--- src/rtl/fec_pkg.sv ---
package fec_pkg;
  typedef enum logic [2:0] {
    RX_IDLE,
    RX_ADDR,
    RX_DATA,
    RX_ACKWAIT,
    RX_ACK
  } rx_state_t;

  // byte sequence after the address: command, count, then data index 0..
  localparam int DATA_BASE  = 2;
  localparam int REG_IDX_HI = 6;
  localparam int REG_IDX_LO = 7;
  localparam int LO_PAIRS   = 8;
endpackage

--- src/rtl/fec_line_filter.sv ---
module fec_line_filter #(
  parameter int   SYNC_STAGES = 2,
  parameter int   FILT_LEN    = 3,
  parameter logic INIT        = 1'b1
) (
  input  logic clk,
  input  logic rst,
  input  logic din,
  output logic dout
);
  logic [SYNC_STAGES-1:0] sync_q;
  logic [FILT_LEN-1:0]    hist_q;

  always_ff @(posedge clk) begin
    if (rst) begin
      sync_q <= {SYNC_STAGES{INIT}};
      hist_q <= {FILT_LEN{INIT}};
      dout   <= INIT;
    end else begin
      sync_q <= {sync_q[SYNC_STAGES-2:0], din};
      hist_q <= {hist_q[FILT_LEN-2:0], sync_q[SYNC_STAGES-1]};
      if (&hist_q)
        dout <= 1'b1;
      else if (~|hist_q)
        dout <= 1'b0;
    end
  end
endmodule

--- src/rtl/fec_smbus_rx.sv ---
module fec_smbus_rx
  import fec_pkg::*;
#(
  parameter logic [6:0] SLAVE_ADDR = 7'h69,
  parameter int         IDX_W      = 4
) (
  input  logic      clk,
  input  logic      rst,
  input  logic      scl_f,
  input  logic      sda_f,
  output logic      sda_oe,
  output logic      wr_hi,
  output logic      wr_lo,
  output logic [7:0] wr_data,
  output rx_state_t rx_st,
  output logic      stop_evt
);
  localparam logic [IDX_W-1:0] SEQ_HI  = IDX_W'(DATA_BASE + REG_IDX_HI);
  localparam logic [IDX_W-1:0] SEQ_LO  = IDX_W'(DATA_BASE + REG_IDX_LO);
  localparam logic [IDX_W-1:0] SEQ_MAX = '1;

  logic             scl_d, sda_d;
  logic [6:0]       sh_q;
  logic [2:0]       bit_q;
  logic [IDX_W-1:0] seq_q;
  logic             start_c, rise_c, fall_c;
  logic [7:0]       byte_c;

  assign start_c  = scl_f & scl_d & sda_d & ~sda_f;
  assign stop_evt = scl_f & scl_d & ~sda_d & sda_f;
  assign rise_c   = scl_f & ~scl_d;
  assign fall_c   = ~scl_f & scl_d;
  assign byte_c   = {sh_q, sda_f};

  always_ff @(posedge clk) begin
    if (rst) begin
      rx_st   <= RX_IDLE;
      scl_d   <= 1'b1;
      sda_d   <= 1'b1;
      sh_q    <= '0;
      bit_q   <= '0;
      seq_q   <= '0;
      sda_oe  <= 1'b0;
      wr_hi   <= 1'b0;
      wr_lo   <= 1'b0;
      wr_data <= '0;
    end else begin
      scl_d <= scl_f;
      sda_d <= sda_f;
      wr_hi <= 1'b0;
      wr_lo <= 1'b0;
      if (start_c) begin
        rx_st  <= RX_ADDR;
        bit_q  <= '0;
        seq_q  <= '0;
        sda_oe <= 1'b0;
      end else if (stop_evt) begin
        rx_st  <= RX_IDLE;
        sda_oe <= 1'b0;
      end else begin
        case (rx_st)
          RX_ADDR, RX_DATA: if (rise_c) begin
            sh_q  <= byte_c[6:0];
            bit_q <= bit_q + 3'd1;
            if (bit_q == 3'd7) begin
              if (rx_st == RX_ADDR) begin
                rx_st <= (byte_c[7:1] == SLAVE_ADDR && !byte_c[0]) ? RX_ACKWAIT : RX_IDLE;
              end else begin
                rx_st   <= RX_ACKWAIT;
                wr_data <= byte_c;
                wr_hi   <= (seq_q == SEQ_HI);
                wr_lo   <= (seq_q == SEQ_LO);
                if (seq_q != SEQ_MAX) seq_q <= seq_q + 1'b1;
              end
            end
          end
          RX_ACKWAIT: if (fall_c) begin
            rx_st  <= RX_ACK;
            sda_oe <= 1'b1;
          end
          RX_ACK: if (fall_c) begin
            rx_st  <= RX_DATA;
            sda_oe <= 1'b0;
            bit_q  <= '0;
          end
          default: ;
        endcase
      end
    end
  end
endmodule

--- src/rtl/fec_enable_regs.sv ---
module fec_enable_regs
  import fec_pkg::*;
#(
  parameter int HI_PAIRS = 4,
  localparam int NPAIRS  = LO_PAIRS + HI_PAIRS
) (
  input  logic              clk,
  input  logic              rst,
  input  logic              wr_hi,
  input  logic              wr_lo,
  input  logic [7:0]        wr_data,
  output logic [NPAIRS-1:0] en_pairs,
  output logic              fb_en
);
  always_ff @(posedge clk) begin
    if (rst) begin
      en_pairs <= '1;
      fb_en    <= 1'b1;
    end else begin
      if (wr_hi) begin
        fb_en                        <= wr_data[HI_PAIRS];
        en_pairs[NPAIRS-1:LO_PAIRS]  <= wr_data[HI_PAIRS-1:0];
      end
      if (wr_lo)
        en_pairs[LO_PAIRS-1:0] <= wr_data[LO_PAIRS-1:0];
    end
  end
endmodule

--- src/rtl/fec_out_gate.sv ---
module fec_out_gate #(
  parameter int NPAIRS = 12,
  parameter int NSEL   = 6
) (
  input  logic              ref_clk,
  input  logic              mode_inv,
  input  logic              pwrdn_n,
  input  logic [NPAIRS-1:0] en_pairs,
  input  logic              fb_en,
  output logic [NPAIRS-1:0] out_t,
  output logic [NPAIRS-1:0] out_c,
  output logic              fb_out
);
  for (genvar i = 0; i < NPAIRS; i++) begin : g_pair
    logic run;
    assign run      = pwrdn_n & en_pairs[i];
    assign out_t[i] = run & ref_clk;
    if (i < NSEL) begin : g_sel
      assign out_c[i] = run & (mode_inv ? ~ref_clk : ref_clk);
    end else begin : g_inv
      assign out_c[i] = run & ~ref_clk;
    end
  end
  assign fb_out = pwrdn_n & fb_en & ref_clk;
endmodule

--- src/rtl/fanout_enable_ctrl.sv ---
module fanout_enable_ctrl
  import fec_pkg::*;
#(
  parameter logic [6:0] SLAVE_ADDR  = 7'h69,
  parameter int         HI_PAIRS    = 4,
  parameter int         NSEL_PAIRS  = 6,
  parameter int         SYNC_STAGES = 2,
  parameter int         FILT_LEN    = 3,
  parameter int         IDX_W       = 4,
  localparam int        NPAIRS      = LO_PAIRS + HI_PAIRS
) (
  input  logic              clk,
  input  logic              rst,
  input  logic              ref_clk,
  input  logic              mode_inv,
  input  logic              pwrdn_n,
  input  logic              scl_in,
  input  logic              sda_in,
  output logic              sda_oe,
  output logic [NPAIRS-1:0] out_t,
  output logic [NPAIRS-1:0] out_c,
  output logic              fb_out
);
  logic              scl_f, sda_f;
  logic              wr_hi, wr_lo, stop_evt;
  logic [7:0]        wr_data;
  logic [NPAIRS-1:0] en_pairs;
  logic              fb_en;
  rx_state_t         rx_st;

  fec_line_filter #(.SYNC_STAGES(SYNC_STAGES), .FILT_LEN(FILT_LEN), .INIT(1'b1)) u_scl_filt (
    .clk(clk), .rst(rst), .din(scl_in), .dout(scl_f));

  fec_line_filter #(.SYNC_STAGES(SYNC_STAGES), .FILT_LEN(FILT_LEN), .INIT(1'b1)) u_sda_filt (
    .clk(clk), .rst(rst), .din(sda_in), .dout(sda_f));

  fec_smbus_rx #(.SLAVE_ADDR(SLAVE_ADDR), .IDX_W(IDX_W)) u_rx (
    .clk(clk), .rst(rst), .scl_f(scl_f), .sda_f(sda_f), .sda_oe(sda_oe),
    .wr_hi(wr_hi), .wr_lo(wr_lo), .wr_data(wr_data), .rx_st(rx_st), .stop_evt(stop_evt));

  fec_enable_regs #(.HI_PAIRS(HI_PAIRS)) u_regs (
    .clk(clk), .rst(rst), .wr_hi(wr_hi), .wr_lo(wr_lo), .wr_data(wr_data),
    .en_pairs(en_pairs), .fb_en(fb_en));

  fec_out_gate #(.NPAIRS(NPAIRS), .NSEL(NSEL_PAIRS)) u_gate (
    .ref_clk(ref_clk), .mode_inv(mode_inv), .pwrdn_n(pwrdn_n), .en_pairs(en_pairs),
    .fb_en(fb_en), .out_t(out_t), .out_c(out_c), .fb_out(fb_out));
endmodule

--- config.mk ---
export PLATFORM = sky130hd
export DESIGN_NAME = fanout_enable_ctrl
export DESIGN_NICKNAME = d
export VERILOG_FILES = /design/src/rtl/fec_pkg.sv /design/src/rtl/fec_line_filter.sv /design/src/rtl/fec_smbus_rx.sv /design/src/rtl/fec_enable_regs.sv /design/src/rtl/fec_out_gate.sv /design/src/rtl/fanout_enable_ctrl.sv
export SDC_FILE = /design/constraint.sdc
export NUM_CORES = 1
export LEC_CHECK = 0
export CAP_MARGIN = 10
export CORE_ASPECT_RATIO = 0.8
export CORE_UTILIZATION = 28
export CTS_CLUSTER_DIAMETER = 40
export DETAILED_ROUTE_END_ITERATION = 10
export SETUP_SLACK_MARGIN = 0.1
export SLEW_MARGIN = 20
export SYNTH_ARGS = -nofsm -noshare
export SYNTH_HDL_FRONTEND = slang
export SYNTH_HIERARCHICAL = 1
export SYNTH_SLANG_ARGS = --single-unit
--- constraint.sdc ---
create_clock -name clk -period 2.5 [get_ports clk]
set_input_delay 0.75 -clock clk [delete_from_list [all_inputs] [get_ports clk]]
set_output_delay 0.75 -clock clk [all_outputs]
set_load 0.05 [all_outputs]
Word level (Yosys, flattened, before mapping)
Cells that the tools add are included.

Flip-flop bits (word level): 55. Input port bits: 7. Output and inout bits: 26. Logic and storage cells: 134.

$add $sub $neg: 2. Equal/unequal tests: 17. Muxes and demuxes: 16. Bitwise logic cells: 56. Reductions and logical operators: 23.

Operators by type and width (count): 1-bit AND (45); 3-bit 2-to-1 mux (7); 4-bit by 2-bit inequality test with 1-bit output (second input constant) (4); 6-bit AND reduction (2); 1-bit inverter (11); 5-bit AND reduction (2); 3-bit one-hot mux with 3 select lines (1); 3-bit AND reduction (3); 3-bit OR reduction (3); 4-bit equality test (second input constant) (2); 2-bit by 1-bit inequality test with 1-bit output (second input constant) (4); 4-bit AND reduction (2); 2-bit OR reduction (4); 7-bit equality test (second input constant) (1); 7-bit OR reduction (1); 3-bit by 2-bit equality test with 1-bit output (second input constant) (2); 3-bit equality test (second input constant) (2); 3-bit one-hot mux with 2 select lines (1); 1-bit 2-to-1 mux (5); 5-bit nonzero test (1); 4-bit by 1-bit adder with 4-bit output (second input constant) (1); 4-bit inequality test (second input constant) (1); 2-bit nonzero test (2); 3-bit by 1-bit adder with 3-bit output (second input constant) (1); other kinds (6) (6).

Depth between registers and ports, before layout
Depth after elaboration: 9. Gate-level depth with buffers: 7. Gate-level depth less buffers: 6.

By module
The synthesis kept the hierarchy.

By module, submodules not included: fec_smbus_rx (times used 1, cells each 163, area each 1416.4 um^2, seq. area each 600.6 um^2); fec_enable_regs (times used 1, cells each 42, area each 484.2 um^2, seq. area each 260.2 um^2); fec_line_filter (times used 2, cells each 15, area each 170.2 um^2, seq. area each 120.1 um^2); fec_out_gate (times used 1, cells each 30, area each 201.4 um^2, seq. area each 0.0 um^2).

Worst setup path before layout
OpenSTA, ideal clock, no wires.

Path kind: input -> output. From: input pwrdn_n. To: output out_c[2]. Arrival: 1506 ps. Data required time: 1750 ps. Slack: 244 ps. Stages on the path: 3. Buffers on the path: 2. Cells stage by stage: clkbuf_2 clkbuf_2 and3_1.

Longest elaborated chain between the ends: 2.

Ends and longest elaborated chain: start, declared (RTL line fanout_enable_ctrl.sv:16) `input logic pwrdn_n,`; 1-bit AND (RTL line fec_out_gate.sv:16) `assign run = pwrdn_n & en_pairs[i];`; 1-bit AND (RTL line fec_out_gate.sv:19) `assign out_c[i] = run & (mode_inv ? ~ref_clk : ref_clk);`; end, declared (RTL line fanout_enable_ctrl.sv:21) `output logic [NPAIRS-1:0] out_c,`.

Every way passes these cells.

Final worst setup path
From: input ref_clk. To: output out_c[0].

Longest elaborated chain between the ends: 3.

Ends and longest elaborated chain: start, declared (RTL line fanout_enable_ctrl.sv:14) `input logic ref_clk,`; 1-bit inverter (RTL line fec_out_gate.sv:19); 1-bit 2-to-1 mux * (RTL line fec_out_gate.sv:19); 1-bit AND * (RTL line fec_out_gate.sv:19).

Mark *: on every way between the ends. The rest lies on a longest branch, timed or not.

==> summary.txt <==
Status
  – Outcome: finished, final reports clean

Clocking
  – CTS tree: yes
  – Clock Latency Late Sink: 0.30 ns
  – Max H-tree Level: 2
  – Inserted Clock Buffers: 5
  – Root buffer cell: clkbuf_8
  – CTS Sinks: between 50 and 60
  – Postcts setup bufs: 0
  – Worst-path clk slew: 0.09 ns
  – Longest Clk Path Bufs: 2
  – Hold-fix buffers, CTS: 0

Worst setup path
  – Worst path required time: 1.75 ns
  – CP startpoint kind: input port
  – Worst path cell trace: clkdlybuf4s15_2 -> xor2_4 -> and3_4 -> buf_12
  – Critical-path maximum fanout: 6
  – Worst-case reg-to-reg path depth: 4
  – Slowest CP cell: clkdlybuf4s15_2
  – Crit end category: output pin
  – Crit path DAT: 1.60 ns
  – Max incr delay on CP: roughly 0.24 ns
  – Critical path class: input port to output pin

Timing
  – Minimum clock period: 2.35 ns
  – RSZ-0062 raised after global routing: false
  – # setup viols final: 0
  – Fmax: between 400 and 500 MHz
  – Hold_ws: 0.412 ns
  – TNS Setup: 0 ns
  – Slew @ Worst Pin: 0.591 ns
  – Slew margin rel.: 60.5%
  – Final Max Slew Viols: 0
  – Final worst slack: 0.152 ns
  – Final Hold Fails: 0
  – Worst Clk Skew: 0.00516 ns
  – Final period utilization: roughly 94%

Global routing
  – Largest net degree at the start of global routing: 26
  – Gr usage total: 11.9%
  – Initial antenna violation count: 0
  – Global route overflow: 0
  – Number of global-route vias before repair: 1722
  – First-pass GRT wire length: 8550 um

Place
  – Port Buf Inserts: 32
  – Final Wtd Congestion: 0.840
  – HPWL after DPL: approximately 3700 um
  – Dpl ws: -0.193 ns

Die
  – Die extent in x: 106 um
  – Die Ht: ~85 um
  – Initial Utilization: 28.8%
  – Core region area: ~8400 sq um
  – I/O pin total: 33
  – Row count: 30
  – Die ar.: 9070 sq um

Drt
  – Residual DRC: 0
  – Total wire length: between 5000 and 6000 um
  – DR vias/cell: 4.62
  – First-pass DRT Iterations: 4
  – Avg WL per Cell: between 10 and 15 um
  – Final ANT Viol Nets: 0
  – Initial drt markers: 117
  – Vias: about 1900

Finish
  – Commonest non-fill, non-tap cell in the layout: dfxtp_1
  – N_diodes: 0
  – Final Net Count: 309
  – Most frequent cells in the layout: dfxtp_1, buf_12, nor2b_1, nand2_1, a21oi_1
  – Layout cells sized above 1: 25.2%
  – Final Util: 39.1%
  – Synth-to-layout area growth: 35.9%

Pwr
  – Worst IR drop on VDD: roughly 0.00021 V
  – Power per cell area: 500 nW/um^2
  – Pleak: ~0.0013 uW
  – Tot Pwr: 1650 uW

Run
  – MaxCap Viol Count: 0

Yosys
  – Post-Synthesis Cells: 264
  – Mean Syn Cell Area: around 9.2 sq um
  – Synthesized cell area: 2430 sq um
  – Syn Nets: 276
  – Ys Warns: 6

Hold path
  – Hold/Removal Path Class: flop to flop
  – WHS Path Cells: 1
## cell type report
type                            instances  area, sq um
Clock buffer                            5         68.8
Tap cell                              112          140
Sequential cell                        55         1100
Fill cell                             833         5140
Timing Repair Buffer                   42          663
Inverter                                7         26.3
Multi-Input combinational cell        186         1280
Clock inverter                          3         22.5
## registers in the layout (all words and copies together), names as in the netlist, 3 cells and up
register and flops:
u_regs/en_pairs 12, u_rx/wr_data 8, u_rx/sh_q 7, u_rx/seq_q 4
u_rx/bit_q 3, u_rx/rx_st 3, u_scl_filt/hist_q 3, u_sda_filt/hist_q 3
## path summary, 6_finish.rpt
| path | start | endpoint | slack, ns |
|---|---|---|---|
| worst max-delay path | ref_clk | out_c[0] | 0.15 |
| worst min register to register | u_scl_filt/sync_q[0] | u_scl_filt/sync_q[1] | 0.41 |
| worst max register to register | u_rx/rx_st[2] | u_rx/seq_q[3] | 0.47 |
| worst min-delay path | u_scl_filt/sync_q[0] | u_scl_filt/sync_q[1] | 0.41 |
## stage by stage
| stage | instance area, sq um | std cells |
|---|---|---|
| 2_1_floorplan | 2430 | 264 |
| 3_3_place_gp | 3150 | 402 |
| 3_5_place_dp | 3150 | 402 |
| 4_1_cts | 3290 | 410 |
| 5_1_grt | 3300 | 410 |
| 6_report | 3300 | 410 |
## what timing repair did
action                                  in CTS  in global routing
pin swaps                                    2                  0
endpoints found under the setup margin      25                  6
gates resized for setup                     20                  1
## where the power goes
group	total (uW)	switching [uW]	internal (uW)
combinational	278	144	134
clock	491	290	201
sequential	881	1.30	880
total	1650	436	1220
## worst max-delay path: cells and delay by family
kind | cells | cell delay, ns
buffers and inverters | 2 | 0.37
XOR/XNOR | 1 | 0.24
AND/OR/NAND/NOR | 1 | 0.24
## routing by layer
metal / wire, um / up-vias / global-route usage [%]
li1: - / 982 / -
met1: 2700 / 892 / 16.9
met2: 2220 / 18 / 17.5
met3: 108 / 2 / 2.38
met4: 48 / 0 / 4.55
met5: 0 / - / 0
No activity file was read; power rests on OpenSTA's default activity.
